## src/rtl/mbx_pkg.sv

```systemverilog
package mbx_pkg;
  localparam int unsigned WORD_W   = 32;
  localparam int unsigned FLAG_BIT = 1;
  localparam int unsigned RDY_BIT  = 0;
  localparam int unsigned FIELD_LO = 2;

  typedef enum logic [1:0] {
    ST_IDLE  = 2'd0,
    ST_UPPER = 2'd1,
    ST_BUSY  = 2'd2,
    ST_DONE  = 2'd3
  } mbx_state_e;
endpackage

```

## src/rtl/mbx_word_split.sv

```systemverilog
module mbx_word_split
  import mbx_pkg::*;
#(
  parameter int unsigned FIELD_W = 30
) (
  input  logic [WORD_W-1:0]  word_i,
  output logic               phase_hi_o,
  output logic [FIELD_W-1:0] field_o
);
  localparam int unsigned FIELD_HI = FIELD_LO + FIELD_W - 1;

  always_comb begin
    phase_hi_o = word_i[FLAG_BIT];
    field_o    = word_i[FIELD_HI:FIELD_LO];
  end
endmodule

```

## src/rtl/mbx_addr_hold.sv

```systemverilog
module mbx_addr_hold #(
  parameter int unsigned FIELD_W = 30
) (
  input  logic                 clk,
  input  logic                 rst,
  input  logic                 up_we_i,
  input  logic                 lo_we_i,
  input  logic [FIELD_W-1:0]   field_i,
  output logic [2*FIELD_W-1:0] full_addr_o
);
  localparam int unsigned FULL_W = 2 * FIELD_W;

  logic [FIELD_W-1:0] upper_q;
  logic [FULL_W-1:0]  full_q;

  always_ff @(posedge clk) begin
    if (rst) begin
      upper_q <= '0;
      full_q  <= '0;
    end else begin
      if (up_we_i) upper_q <= field_i;
      if (lo_we_i) full_q  <= {upper_q, field_i};
    end
  end

  assign full_addr_o = full_q;

  // the joined address only moves on a lower-half write
  assert_addr_stable_R4: assert property (@(posedge clk) disable iff (rst)
    !lo_we_i |=> $stable(full_q));
endmodule

```

## src/rtl/mbx_phase_fsm.sv

```systemverilog
module mbx_phase_fsm
  import mbx_pkg::*;
(
  input  logic clk,
  input  logic rst,
  input  logic wr_en_i,
  input  logic phase_hi_i,
  input  logic done_i,
  output logic up_we_o,
  output logic lo_we_o,
  output logic start_o,
  output logic ready_o,
  output logic last_hi_o,
  output logic err_o
);
  mbx_state_e state_q, state_d;
  logic start_q, ready_q, last_hi_q, err_q;
  logic bad_wr;

  always_comb begin
    up_we_o = wr_en_i &&  phase_hi_i && (state_q != ST_BUSY);
    lo_we_o = wr_en_i && !phase_hi_i && (state_q == ST_UPPER);
    bad_wr  = wr_en_i && !up_we_o && !lo_we_o;
    state_d = state_q;
    if (up_we_o)
      state_d = ST_UPPER;
    else if (lo_we_o)
      state_d = ST_BUSY;
    else if ((state_q == ST_BUSY) && done_i)
      state_d = ST_DONE;
  end

  always_ff @(posedge clk) begin
    if (rst) begin
      state_q   <= ST_IDLE;
      start_q   <= 1'b0;
      ready_q   <= 1'b0;
      last_hi_q <= 1'b0;
      err_q     <= 1'b0;
    end else begin
      state_q <= state_d;
      start_q <= lo_we_o;
      if (up_we_o)
        ready_q <= 1'b1;
      else if (lo_we_o)
        ready_q <= 1'b0;
      else if ((state_q == ST_BUSY) && done_i)
        ready_q <= 1'b1;
      if (up_we_o || lo_we_o) last_hi_q <= phase_hi_i;
      if (bad_wr) err_q <= 1'b1;
    end
  end

  assign start_o   = start_q;
  assign ready_o   = ready_q;
  assign last_hi_o = last_hi_q;
  assign err_o     = err_q;

  assert_start_pulse_R4: assert property (@(posedge clk) disable iff (rst)
    start_q |=> !start_q);
  assert_ready_low_on_start_R5: assert property (@(posedge clk) disable iff (rst)
    start_q |-> !ready_q);
  assert_done_sets_ready_R5: assert property (@(posedge clk) disable iff (rst)
    (state_q == ST_BUSY && done_i) |=> ready_q);
  assert_busy_write_ignored_R7: assert property (@(posedge clk) disable iff (rst)
    (wr_en_i && state_q == ST_BUSY && !done_i) |=> (!start_q && !ready_q && err_q));
  assert_err_sticky_R8: assert property (@(posedge clk) disable iff (rst)
    err_q |=> err_q);
endmodule

```

## src/rtl/mbx_bootstrap_reg.sv

```systemverilog
module mbx_bootstrap_reg
  import mbx_pkg::*;
#(
  parameter int unsigned FIELD_W = 30
) (
  input  logic                 clk,
  input  logic                 rst,
  input  logic                 wr_en,
  input  logic [31:0]          wr_data,
  output logic [31:0]          rd_data,
  output logic                 cmd_start,
  output logic [2*FIELD_W-1:0] cmd_addr,
  input  logic                 cmd_done,
  output logic                 proto_err
);
  logic               phase_hi;
  logic [FIELD_W-1:0] field;
  logic               up_we, lo_we, ready, last_hi;

  mbx_word_split #(.FIELD_W(FIELD_W)) split_i (
    .word_i     (wr_data),
    .phase_hi_o (phase_hi),
    .field_o    (field)
  );

  mbx_phase_fsm fsm_i (
    .clk        (clk),
    .rst        (rst),
    .wr_en_i    (wr_en),
    .phase_hi_i (phase_hi),
    .done_i     (cmd_done),
    .up_we_o    (up_we),
    .lo_we_o    (lo_we),
    .start_o    (cmd_start),
    .ready_o    (ready),
    .last_hi_o  (last_hi),
    .err_o      (proto_err)
  );

  mbx_addr_hold #(.FIELD_W(FIELD_W)) hold_i (
    .clk         (clk),
    .rst         (rst),
    .up_we_i     (up_we),
    .lo_we_i     (lo_we),
    .field_i     (field),
    .full_addr_o (cmd_addr)
  );

  always_comb begin
    rd_data           = '0;
    rd_data[RDY_BIT]  = ready;
    rd_data[FLAG_BIT] = last_hi;
  end

  // upper bits of the read word are always zero
  assert_rd_upper_zero_R12: assert property (@(posedge clk) disable iff (rst)
    rd_data[31:2] == '0);
endmodule

```

## config.mk

```make
export PLATFORM = sky130hd
export DESIGN_NAME = mbx_bootstrap_reg
export DESIGN_NICKNAME = d
export VERILOG_FILES = /design/src/rtl/mbx_pkg.sv /design/src/rtl/mbx_word_split.sv /design/src/rtl/mbx_addr_hold.sv /design/src/rtl/mbx_phase_fsm.sv /design/src/rtl/mbx_bootstrap_reg.sv
export SDC_FILE = /design/constraint.sdc
export NUM_CORES = 1
export LEC_CHECK = 0
export BUFFER_PORTS_ARGS = -buffer_cell sky130_fd_sc_hd__buf_4
export CAP_MARGIN = 40
export CORE_AREA = 2 2 107 99
export DETAILED_ROUTE_END_ITERATION = 10
export DIE_AREA = 0 0 109 101
export GPL_TIMING_DRIVEN = 0
export PLACE_DENSITY_LB_ADDON = 0.2
export SLEW_MARGIN = 20
export SYNTH_ARGS = -nofsm -noshare
export SYNTH_HDL_FRONTEND = slang
export SYNTH_SLANG_ARGS = --single-unit
export TNS_END_PERCENT = 20
```

## constraint.sdc

```tcl
create_clock -name clk -period 4 [get_ports clk]
set_input_delay 0.4 -clock clk [delete_from_list [all_inputs] [get_ports clk]]
set_output_delay 0.4 -clock clk [all_outputs]
set_load 0.01 [all_outputs]
```

-- After elaboration in Yosys (flattened, before gate mapping)
Index checks and enable logic that the tools add are counted.
- bits in registers: 96
- output and inout port bits: 94
- word-level logic and storage cells: 31
- eq/ne operators: 3
- muxes and demuxes: 6
- reductions and logical operators: 14
- operator list (cell ; number):
    1-bit logical AND ; 7
    1-bit two-way mux ; 4
    2-bit two-way mux ; 2
    1-bit logical NOT ; 3
    3-bit nonzero test ; 1
    2-bit by 1-bit == test with 1-bit output (second input constant) ; 1
    2-bit == test (second input constant) ; 1
    2-bit inequality test (second input constant) ; 1
    2-bit nonzero test ; 1
    2-bit OR reduction ; 1
    1-bit logical OR ; 1

-- Depth between registers and ports, before layout
Gate-level depths: netlist of run 1.
- word-level depth: 5
- mapped depth: 6
- depth with buffers taken out: 3

-- Modules after synthesis
Synthesis of run 1 repeated with hierarchy kept, for this count alone.
- cells, all modules: 379
- area, all modules: 3936.3 sq um
- modules (own cells, without submodules) (module ; instances ; cells each ; area an instance (sq um)):
    mbx_addr_hold ; 1 ; 291 ; 3229.3
    mbx_bootstrap_reg ; 1 ; 33 ; 244.0
    mbx_word_split ; 1 ; 31 ; 232.7
    mbx_phase_fsm ; 1 ; 24 ; 230.2

-- Worst setup path after synthesis of run 1
No wires, ideal clock.
- kind: in2reg
- start point: in rst
- end point: reg hold_i.full_q[10] (netlist: hold_i.full_addr_o[10])
- data arrival time: 1.211 ns
- slack: 2.657 ns
- stages: 4
- path buffers: 3
- cells stage by stage: clkbuf_1 > clkbuf_1 > buf_1 > a21oi_1
- RTL lines (item ; line ; text):
    start, declared ; mbx_bootstrap_reg.sv:7 ; input logic rst,
    end signal, assigned ; mbx_addr_hold.sv:22 ; if (lo_we_i) full_q <= {upper_q, field_i};
    end, declared ; mbx_addr_hold.sv:14 ; logic [FULL_W-1:0] full_q;
No word-level cell between the ends.

-- Final worst setup path of run 1
- start point: reg fsm_i.state_q[0]
- end point: reg hold_i.upper_q[28]
- word-level cells in the longest chain between the ends: 2
- ends and longest elaborated chain (item ; line ; text):
    start, declared ; mbx_phase_fsm.sv:16 ; mbx_state_e state_q, state_d;
    start signal, assigned ; mbx_phase_fsm.sv:41 ; state_q <= state_d;
    2-bit inequality test ; mbx_phase_fsm.sv:21 ; up_we_o = wr_en_i && phase_hi_i && (state_q != ST_BUSY);
    1-bit logical AND ; mbx_phase_fsm.sv:21 ;
    end signal, assigned ; mbx_addr_hold.sv:21 ; if (up_we_i) upper_q <= field_i;
    end, declared ; mbx_addr_hold.sv:13 ; logic [FIELD_W-1:0] upper_q;
Every way passes these cells.
A chain may end at the register's enable or synchronous reset.

==> metrics.cfg, run 1 <==
[status]
status = finished, final reports clean

[place]
dp_hpwl_um = 6780
dp_slack_ps = 2140
gp_congestion = 0.743
portBuffers = 97

[timing]
period_minus_slack_ps = 1570
max_freq_mhz = 637
min_period_over_period = 0.392
hold_viol_final = 0
rsz0062_at_grt = false
setup_slack_ps = 2430
clock-skew-final_ps = 9.76
setup_viol = 0
fin_tns_setup_ps = 0
maxSlewViolCount = 0

[final_layout]
num-fill-cells = 974
drive_gt1_frac = 0.269
multi_input_area_sq_mm = 0.00166
seq_area_sq_mm = 0.00190
layout.nets = 624
antenna_cells = 0
area.growth.synth_to_final_pct = 31.9

[routing]
wl_met2_um = 4150
drc = 0
drt-met1-wl_um = 4150
ant_nets = 0
dr.max_layer_used = met4
via_per_inst = 4.40
drt_iter0_markers = 82
wirelength_um = 8980
dr.pass1.iters = 4
wl_met3_um = 529
via_count = 3176
wl_per_cell_um = 12.4

[global_route]
grt.total_usage = 0.166
grt_pass1_wl_um = 14200
grt_pass1_vias = 3015
grt-ovfl-total = 0
antenna_found_initial = 0
grt_max_degree = 16

[critical_path]
worstPathRequired_ps = 4280
cp_max_fo = 10
start_kind = flop
path_cells = nand2b_1 > and3_1 > clkbuf_2 > buf_6 > buf_6 > mux2i_1
endpoint_kind = flop
crit_path_top_delay_cell = dfxtp_1
cp.arrival_ps = 1850
crit_path_max_incr_delay_ps = 450
crit_type = flop to flop
cp-startpoint = fsm_i.state_q[0]
crit_path_frequent_cell = buf_6
rr_startpoint = fsm_i.state_q[0]

[clocking]
cts-resized-gates = 0
clockRootBuffer = clkbuf_8
cts.sinks = 95
cts_buffer_depth = 2
h-tree-depth = 3
clkTransAtPathRegs_ps = 90
holdBufCountCts = 0
cts_tree = built
cts_buffers = 9
cts_setup_buffers = 0
clk_latency_ps = 350

[floorplan]
die_area_sq_mm = 0.0110
die_h_um = 101
std_cell_rows = 35
coreArea_sq_mm = 0.00994
die_w_um = 109
pin_count = 130
start_util = 0.387

[synth]
ys_ff_latch = 95
yosysSeqAreaShare = 0.494
yosysWarnings = 0
mappedNetlistArea_sq_mm = 0.00385
synth.distinct_cells = 23
netlist_instances = 451
syn_area_per_cell_sq_um = 8.53

[run]
cap_violations = 0

[worst_hold_path]
hp-start = wr_en
hold_class = input port to flop

[pwr]
leakagePower_nw = 2.15
power_mw = 1.89
peakVddDrop_mv = 0.254
power_density_mw_per_mm2 = 373

[layout by cell type, fill, tap and decap left out, types with 2 or more instances in the layout]
cell and instances:
dfxtp_1 95, buf_4 130, conb_1 30, buf_1 3, buf_6 2, clkbuf_1 16, nor2_1 3, mux2i_1 30
inv_1 2, nand2_1 123, a21oi_1 62, bufinv_16 2, clkbuf_8 11, nand2b_1 61, a211oi_1 2, buf_2 9
[sequential cells by signal, indices dropped and copies added, names as in the netlist]
register            flops
fsm_i.start_o           1
fsm_i.last_hi_o         1
fsm_i.err_o             1
fsm_i.state_q           2
hold_i.full_addr_o     60
hold_i.upper_q         30
[worst max-delay path, delay by kind of cell, from the launching register on]
family | cells | cell delay, ps
AND/OR/NAND/NOR | 2 | 360
multiplexers | 1 | 200
flip-flops | 1 | 450
buffers and inverters | 3 | 480
[power breakdown]
| part | total (mW) | internal [mW] | switching [mW] |
|---|---|---|---|
| registers | 0.989 | 0.973 | 0.0165 |
| logic | 0.197 | 0.0989 | 0.0979 |
| clock network | 0.709 | 0.386 | 0.322 |
[path summary, 6_finish.rpt]
check                           end  depth (start not counted)  slack (ps)
max              hold_i.upper_q[28]                          6        2430
min                fsm_i.state_q[0]                          2         280
max reg2reg      hold_i.upper_q[28]                          6        2430
min reg2reg  hold_i.full_addr_o[57]                          2         450
[metrics by stage]
stage / hold slack, ps / cell area, sq um / utilization / instances
2_1_floorplan: 432 / 3960 / - / 480
3_3_place_gp: 439 / 4850 / 0.488 / 706
3_5_place_dp: 448 / 4850 / 0.488 / 706
4_1_cts: 260 / 5080 / 0.511 / 721
5_1_grt: 268 / 5080 / 0.511 / 721
6_report: 283 / 5080 / 0.511 / 721
[layout make-up]
class	instances	share of cell area
Tap cell	129	0.0318
Multi-Input combinational cell	319	0.326
Clock inverter	4	0.0153
Clock buffer	11	0.0298
Sequential cell	95	0.375
Inverter	2	0.00148
Buffer	64	0.0772
Timing Repair Buffer	97	0.143
[cells in the mapped netlist]
master     count  share of area
nand4bb_1      1         0.0029
and4bb_2       1         0.0033
and3_1         1         0.0016
a21o_1         1         0.0020
dfxtp_1       95           0.49
conb_1         1        0.00097
buf_1          3         0.0029
inv_1          2         0.0020
buf_6          2         0.0059
nand3_1        1         0.0013
and2_1         1         0.0016
a311oi_1       1         0.0023
buf_2          9          0.012
nand2_1      123           0.12
a211oi_1       2         0.0039
clkbuf_2       1         0.0013
a21oi_1       62          0.081
or2_2          1         0.0016
nor2_1         3         0.0029
buf_4         33          0.064
clkbuf_1      16          0.016
nand2b_1      61          0.099
mux2i_1       30          0.078
[metal layers]
layer | vias to the layer above | GRT usage
li1 | 1649 | -
met1 | 1424 | 0.215
met2 | 91 | 0.268
met3 | 12 | 0.0401
met4 | 0 | 0.0592
met5 | - | 0
[kinds of logic after synthesis]
logic type,after synthesis,synth area share
and+or+nand+nor,193,0.234
DFF,95,0.494
AOI/OAI and AO/OA,66,0.0888
buffers and inverters,66,0.104
muxes,30,0.0780
other,1,0.000974
(Power assumes the default switching activity.)
==> run 2: changes to the inputs <==
- clock period: 4 -> 1.6 ns (I/O delays scaled with it)
==> metrics.cfg, run 2 (synthesis results as in run 1) <==
[final_layout]
drive_gt1_frac = 0.277
layout_commonest_cell = buf_4
final_cell_area_sq_mm = 0.00507
largest_reg_flops = 60
area.growth.synth_to_final_pct = 31.8
layout.nets = 623
antenna_cells = 0
layout_common_cells = 130 x buf_4, 123 x nand2_1, 94 x dfxtp_1, 62 x a21oi_1, 61 x nand2b_1

[floorplan]
std_cell_rows = 35
pin_count = 130
die_area_sq_mm = 0.0110
start_util = 0.387
die_w_um = 109
die_h_um = 101
coreArea_sq_mm = 0.00994

[global_route]
grt.total_usage = 0.166
grt_max_degree = 16
grt_util_met3 = 0.0401
use_met1 = 0.215
grt-ovfl-total = 0
top_usage_layer = met2
antenna_found_initial = 0
grt_use_met2 = 0.268
grt_pass1_wl_um = 14200
grt_pass1_vias = 3015

[timing]
max_freq_mhz = 703
maxSlewViolCount = 0
min_period_over_period = 0.888
setup_slack_ps = 179
clock-skew-final_ps = 9.86
rsz0062_at_grt = false
fin_tns_setup_ps = 0
period_minus_slack_ps = 1420
setup_viol = 0
hold_ws_ps = 35.0
hold_viol_final = 0

[critical_path]
cp-startpoint = fsm_i.state_q[1]
start_kind = flop
cp.arrival_ps = 1690
cp_max_fo = 10
endpoint_kind = flop
crit_type = flop to flop
worstPathRequired_ps = 1870
rr_startpoint = fsm_i.state_q[1]

[clocking]
h-tree-depth = 3
clockRootBuffer = clkbuf_8
cts_setup_buffers = 0
cts_tree = built
clkTransAtPathRegs_ps = 90
cts.sinks = 95
cts_buffer_depth = 2
clk_latency_ps = 350
cts_buffers = 9

[pwr]
leakagePower_nw = 2.16
peakVddDrop_mv = 0.637
power_density_mw_per_mm2 = 933
power_mw = 4.73

[place]
dp_hpwl_um = 6780
dp_slack_ps = -23.2
placed_area_sq_mm = 0.00485
portBuffers = 97
gp_congestion = 0.743

[routing]
drt_iter0_markers = 85
via_count = 3178
via_per_inst = 4.41
ant_nets = 0
drc = 0
wirelength_um = 8960
wl_per_cell_um = 12.4
dr.pass1.iters = 4

[run]
cap_violations = 0

[worst_hold_path]
hold_class = input port to flop
hp-start = wr_en

[status]
status = finished, final reports clean

-- run 2: cell types whose count changed in the layout (fill, tap and decap cells not counted), sizes merged --
| cell | change |
|---|---|
| buf | -1 |
-- run 2: worst paths after layout --
| check | to | slack (ps) | cells after the start |
|---|---|---|---|
| setup / recovery | hold_i.full_addr_o[30] | 180 | 5 |
| hold / removal | fsm_i.state_q[0] | 30 | 2 |
| setup reg to reg | hold_i.full_addr_o[30] | 180 | 5 |
| hold reg to reg | hold_i.full_addr_o[57] | 450 | 2 |
-- run 2: report_power, final --
group	internal (mW)	switching, mW	total, mW
clock network	0.966	0.805	1.77
registers	2.43	0.0410	2.47
logic	0.246	0.243	0.489
-- run 2: cell type report --
| cell class | count | area (sq um) |
|---|---|---|
| Sequential cell | 95 | 1900 |
| Fill cell | 967 | 4870 |
| Buffer | 63 | 387 |
| Clock inverter | 4 | 77.6 |
| Inverter | 2 | 7.51 |
| Tap cell | 129 | 161 |
| Clock buffer | 11 | 151 |
| Timing Repair Buffer | 97 | 728 |
| Multi-Input combinational cell | 319 | 1660 |
-- run 2: metal layers --
metal	wire, um	vias to the layer above	share of wire
met1	4080	1421	0.46
met2	4180	97	0.47
met5	0	-	0
li1	-	1649	-
met4	134	0	0.015
met3	565	11	0.063
-- run 2: per-stage QoR --
step	util	cells
2_1_floorplan	-	480
3_3_place_gp	0.488	706
3_5_place_dp	0.488	706
4_1_cts	0.511	721
5_1_grt	0.510	720
6_report	0.510	720
-- run 2: what timing repair did --
action,4_1_cts,5_1_grt
resized for setup,0,11
hold buffers,0,0
hold endpoints to repair,0,0
setup endpoints to repair,0,60
-- run 2: worst max-delay path, stage by stage, from the launching register on --
cell,delay [ps]
dfxtp_1,440
nand4bb_1,150
buf_2,240
clkbuf_2,270
nand2_1,80
a21oi_1,160
